**src/rtl/cop_watchdog.sv**
```systemverilog
module cop_watchdog #(
  parameter int ADDR_W  = 14,
  parameter int DATA_W  = 8,
  parameter int MODE_W  = 2,
  parameter int PRE_W   = 8,
  parameter int CNT_W   = 8,
  parameter int RST_LEN = 4,
  parameter logic [ADDR_W-1:0] SVC_ADDR = 14'h3FF0
) (
  input  logic              clk,
  input  logic              por_n,
  input  logic [ADDR_W-1:0] bus_addr,
  input  logic              bus_we,
  input  logic [DATA_W-1:0] bus_wdata,
  input  logic [MODE_W-1:0] mode_strap,
  output logic              wdog_rst,
  output logic              wdog_flag,
  output logic [MODE_W-1:0] mode_q
);
  localparam int RL_W = $clog2(RST_LEN + 1);

  logic [PRE_W-1:0]  pre_q;
  logic [CNT_W-1:0]  cnt_q;
  logic [RL_W-1:0]   pulse_q;
  logic              flag_q;
  logic              strap_done_q;
  logic [MODE_W-1:0] mode_r;

  wire unused_wdata = ^bus_wdata[DATA_W-1:1];

  wire in_pulse = pulse_q != '0;
  wire svc      = bus_we && (bus_addr == SVC_ADDR) && !bus_wdata[0] && !in_pulse;
  wire pre_wrap = &pre_q;
  wire expire   = pre_wrap && (&cnt_q) && !svc && !in_pulse;

  always_ff @(posedge clk or negedge por_n)
    if (!por_n) begin
      pre_q <= '0;
      cnt_q <= '0;
    end else if (in_pulse || svc || expire) begin
      pre_q <= '0;
      cnt_q <= '0;
    end else begin
      pre_q <= pre_q + 1'b1;
      if (pre_wrap) cnt_q <= cnt_q + 1'b1;
    end

  always_ff @(posedge clk or negedge por_n)
    if (!por_n)        pulse_q <= '0;
    else if (expire)   pulse_q <= RL_W'(RST_LEN);
    else if (in_pulse) pulse_q <= pulse_q - 1'b1;

  always_ff @(posedge clk or negedge por_n)
    if (!por_n)      flag_q <= 1'b0;
    else if (expire) flag_q <= 1'b1;

  always_ff @(posedge clk or negedge por_n)
    if (!por_n) begin
      mode_r       <= '0;
      strap_done_q <= 1'b0;
    end else if (!strap_done_q) begin
      mode_r       <= mode_strap;
      strap_done_q <= 1'b1;
    end

  assign wdog_rst  = in_pulse;
  assign wdog_flag = flag_q;
  assign mode_q    = mode_r;
endmodule

```
**config.mk**
```make
export PLATFORM = sky130hd
export DESIGN_NAME = cop_watchdog
export DESIGN_NICKNAME = d
export VERILOG_FILES = /design/src/rtl/cop_watchdog.sv
export SDC_FILE = /design/constraint.sdc
export NUM_CORES = 1
export LEC_CHECK = 0
export ABC_CLOCK_PERIOD_IN_PS = 4250
export CAP_MARGIN = 20
export CORE_MARGIN = 2
export CORE_UTILIZATION = 65
export CTS_BUF_LIST = sky130_fd_sc_hd__clkbuf_16
export DETAILED_ROUTE_END_ITERATION = 16
export DONT_BUFFER_PORTS = 1
export GPL_TIMING_DRIVEN = 0
export PLACE_DENSITY = 0.8
export SLEW_MARGIN = 10
export SYNTH_ARGS = -nofsm -noshare
export SYNTH_HDL_FRONTEND = slang
export SYNTH_SLANG_ARGS = --single-unit
```
**constraint.sdc**
```tcl
create_clock -name clk -period 4.25 [get_ports clk]
set_clock_uncertainty 0.05 [all_clocks]
set_input_delay 0.2125 -clock clk [delete_from_list [all_inputs] [get_ports clk]]
set_output_delay 0.2125 -clock clk [all_outputs]
set_load 0.05 [all_outputs]
```
-- Word level (Yosys, flattened, before mapping)
Cells that the tools add are included.
- add/subtract/negate cells: 3
- eq/ne operators: 1
- multiplexer cells: 5
- reduce and logical (&&, ||, !) cells: 16
- operators by type and width (operator ; number):
    8-bit two-way mux ; 3
    8-bit by 1-bit adder with 8-bit output (second input constant) ; 2
    8-bit AND reduction ; 2
    14-bit == test (second input constant) ; 1
    1-bit logical AND ; 6
    3-bit two-way mux ; 2
    2-bit nonzero test ; 2
    1-bit zero test ; 3
    3-bit nonzero test ; 1
    3-bit by 1-bit subtractor with 3-bit output (second input constant) ; 1
    1-bit logical OR ; 2
- register bits after elaboration: 23
- input bits: 27
- output and inout port bits: 4
- logic and storage cells: 31

-- Longest topological paths before layout
- depth in word-level cells: 9
- gate-level depth with buffers: 7
- depth with buffers taken out: 6

-- Worst setup path before layout
OpenSTA, ideal clock, no wires.
- kind: input to register
- from: input port bus_addr[1]
- to: register flag_q (netlist: wdog_flag)
- setup time: 119 ps
- arrival time: 1612 ps
- data required time: 4081 ps
- setup slack: 2469 ps
- cell stages on the path: 4
- path buffers: 0
- cells stage by stage: or4b_1 or4_4 and4_4 a21o_1
- word-level cells in the longest chain between the ends: 7
- RTL lines (element ; RTL line ; RTL):
    start: declaration ; 12 ; input logic [ADDR_W-1:0] bus_addr,
    14-bit == test ; 32 ; wire svc = bus_we && (bus_addr == SVC_ADDR) && !bus_wdata[0] && !in_pulse;
    1-bit logical AND (3 in series) ; 32 ;
    1-bit zero test ; 34 ; wire expire = pre_wrap && (&cnt_q) && !svc && !in_pulse;
    1-bit logical AND (2 in series) ; 34 ;
    end signal: assignment ; 54 ; if (!por_n) flag_q <= 1'b0;
    end signal: assignment ; 55 ; else if (expire) flag_q <= 1'b1;
    end: declaration ; 25 ; logic flag_q;
No other way between the ends.
A chain may end at the register's enable or synchronous reset.

-- Worst setup path in the final report
- from: register cnt_q[1]
- to: register cnt_q[5]
- word-level cells in the longest chain between the ends: 6
- elaborated cells between the ends (all ways): 9
- those cells by class: add/sub (1); mux (2); reduce/logical (6)
- RTL lines (element ; RTL line ; RTL):
    start: declaration ; 23 ; logic [CNT_W-1:0] cnt_q;
    start signal: assignment ; 45 ; if (pre_wrap) cnt_q <= cnt_q + 1'b1;
    branches (longest 6 deep; another with 8-bit by 1-bit adder with 8-bit output) ; - ;
Parallel ways; which one is timed is not known. The select of a mux whose other input is x is not followed.

==> metrics.md <==
| Metric | Value |
|---|---|
| Mapped Area | 1120 um2 |
| Area of the die | 2060 um2 |
| First-pass GRT wire length | 3510 um |
| Internal power | 0.000376 W |
| Initial antenna violation count | 0 |
| Cell at the root of the clock tree | clkbuf_16 |
| Max H-tree Level | 1 |
| Top cell types by occurrence after synthesis | 23 x dfrtp_1, 21 x nor2_1, 11 x nand2_1, 10 x xnor2_1, 6 x nand3_1 |
| Crit path arrival time | between 2 and 2.5 ns |
| Cts repair resizes | 0 |
| Gate count after technology mapping | ~110 |
| Total Negative Setup Slacks | 0 ns |
| Most used flip-flop cell after synthesis | dfrtp_1 |
| Area growth from synthesis to final layout | 12.3% |
| Wirelength, routed | around 2200 um |
| Static leakage | 0.562 nW |
| Data required time of the worst path | 4.34 ns |
| Switching power | 0.000118 W |
| CTS tree | built |
| Peak ir drop on the vdd network | roughly 0.00032 V |
| Run status | complete, no violations |
| Unique cell type count in the Yosys netlist | 28 |
| Sw Ratio | 0.239 |
| Worst flop-to-flop path endpoint | cnt_q[5] |
| Total count of hold-check failures in the final report | 0 |
| CP Capture Point | cnt_q[5] |
| Category of the worst setup path capture point | flip-flop |
| R2R Setup Slk | 2.33 ns |
| Share of async-settable or async-resettable flops after synthesis | 1.00 |
| Estimated wirelength of the detail-placed design | ~1500 um |
| Placed cell count | 128 |
| Total I/O pin count | 31 |
| X dimension of the die | between 40 and 50 um |
| Seq cells post-synth | 23 |
| Max Cap Violations | 0 |
| Number of vias after detailed routing | 826 |
| Vias in the first global route | 797 |
| Final-report max-slew violation count | 0 |
| Diodes inserted | 0 |
| Path depth of the worst reg2reg path | 6 |
| Max Fclk | 521 MHz |
| Starting Density | 0.716 |
| Net Count, Synth | 143 |
| Port Buffer Count | 0 |
| Share of power burned in registers | 0.523 |
| Proportion of layout cells with a drive suffix above 1 | 0.0932 |
| Critical Path Source | cnt_q[1] |
| Register area share after synthesis | 0.516 |
| Power density over cell area | slightly below 400 nW/um2 |
| Share of Yosys cell area claimed by the top area cell type | 0.516 |
| Nets | 150 |
| Setup CP Type | reg2reg |
| Clk slew on worst S/H paths | ~0.060 ns |
| Global route overflow | 0 |
| Combined global-route utilization of all metal layers | 0.245 |
| Part of the total power dissipated in combinational logic | 0.066 |
| Pin count of the biggest net entering global routing | 24 |
| Top-count cell post-synth | dfrtp_1 |
| Maximum clock path buffer count | 2 |
| Number of iterations in the first detailed-routing pass | 4 |
| Final setup violation count | 0 |
| Clock sinks | 23 |
| Final routed DRC violation total | 0 |
| Critical path startpoint category | flip-flop |
| Ys Warns | 0 |
| Post-route core utilization | 0.804 |
| Standard cell core area | 1560 um2 |
| Antenna violation net count after detailed routing | 0 |
| Share of the cycle needed by the critical path after routing | 0.451 |
| Synth area leaders | dfrtp_1 52%, xnor2_1 7.8%, nor2_1 7.1%, ha_1 4.5%, nand2_1 3.7% |
| Via density per instance | 6.16 |
| Critical register-to-register path startpoint | cnt_q[1] |
| Number of placement rows | 14 |
| Number of enable flip-flop cells after synthesis | 0 |
| Avg Synthesized Cell Area | 9.96 um2 |
| Iteration-0 DRC count of the detailed router | 10 |
| Part of the total power dissipated in the clock network | 0.410 |
| Power consumption | between 0.0004 and 0.0005 W |
| Latest clock arrival within the worst-skew pair | 0.26 ns |
| Die extent in y | 45.4 um |
| Worst min-delay path class | in2reg |
| Final estimated routing congestion in global placement | 0.845 |
| Critical path peak fanout | 10 |
| Clock buffers created by TritonCTS | 3 |
| Routed WL per cell | 16.7 um |
| Unrepaired setup endpoints after global routing | no |
| Min Clock Period, post-route | 1.92 ns |
| Non-filler cells in the finished layout | 134 |
| Cell taking the most area after synthesis | dfrtp_1 |
[cell type report]
cell class,instances,area [um2]
Sequential cell,23,576
Multi-Input combinational cell,83,514
Fill cell,99,305
Clock buffer,3,75.1
Timing Repair Buffer,2,37.5
Tap cell,16,20.0
Inverter,4,15.0
Buffer,2,11.3
Clock inverter,1,5.00
[state kept, by name (all words and copies together) (netlist names)]
signal / cells
strap_done_q: 1
mode_q: 2
cnt_q: 8
wdog_flag: 1
pulse_q: 3
pre_q: 8
[power by group through the flow]
stage / sequential (W) / combinational, W / clock (W)
floorplan: 0.000257 / 0.0000201 / 0
global placement: 0.000259 / 0.0000221 / 0
detailed placement: 0.000260 / 0.0000235 / 0
CTS: 0.000258 / 0.0000299 / 0.000204
global route: 0.000261 / 0.0000368 / 0.000209
finish: 0.000259 / 0.0000327 / 0.000203
[worst min path at each step]
stage | slack [ns] | depth (start not counted) | endpoint | startpoint
floorplan | -0.13 | 0 | cnt_q[0] | por_n
global placement | -0.13 | 0 | cnt_q[6] | por_n
detailed placement | -0.13 | 0 | cnt_q[6] | por_n
CTS | 0.06 | 1 | mode_q[1] | mode_strap[1]
global route | 0.06 | 1 | mode_q[1] | mode_strap[1]
finish | 0.06 | 1 | mode_q[1] | mode_strap[1]
[metal layers]
metal	wire [um]	part of all wire	track usage	vias to the layer above
li1	-	-	-	390
met1	885	0.40	0.291	390
met2	1180	0.53	0.445	34
met3	105	0.047	0.0357	12
met4	66	0.029	0.0824	0
met5	0	0	0	-
[worst max-delay path, stage by stage (launching register included)]
cell     delay [ns]
dfrtp_1        0.45
ha_1           0.25
nand4_1        0.18
or4_1          0.45
nand3_1        0.16
buf_4          0.19
nor2_1         0.07
[metrics by stage]
stage	worst slack, ns	hold WS (ns)	instance area, um2
after floorplan	2.47	-0.133	1120
after global placement	2.39	-0.133	1140
after detailed placement	2.35	-0.133	1140
after CTS	2.35	0.0602	1230
after global routing	2.20	0.0558	1250
final	2.33	0.0584	1250
[layout by cell type (no fill, tap or decap), types with 4 or more instances in the layout]
cell,netlist,layout
dfrtp_1,23,23
nor2_1,21,21
nand2_1,11,11
xnor2_1,10,10
nand3_1,6,6
inv_1,4,4
nand4_1,4,4
nor3_1,4,4
ha_1,4,4
[cells by family (layout without fill, tap and decap cells)]
kind of cell	after synthesis	in the layout	synth area share
XOR/XNOR	12	12	0.0942
adder cells (fa/ha/maj)	4	4	0.0448
AND/OR/NAND/NOR	55	55	0.243
multiplexers	3	3	0.0303
buffers and inverters	6	12	0.0235
AO/OA/AOI/OAI	8	8	0.0448
flip-flops	23	23	0.516
other	1	1	0.00336
[repair_timing]
item	4_1_cts	5_1_grt
buffers inserted	0	0
hold buffers	1	0
hold endpoints to repair	23	0
Note: power is estimated with default switching activity, not from simulation.
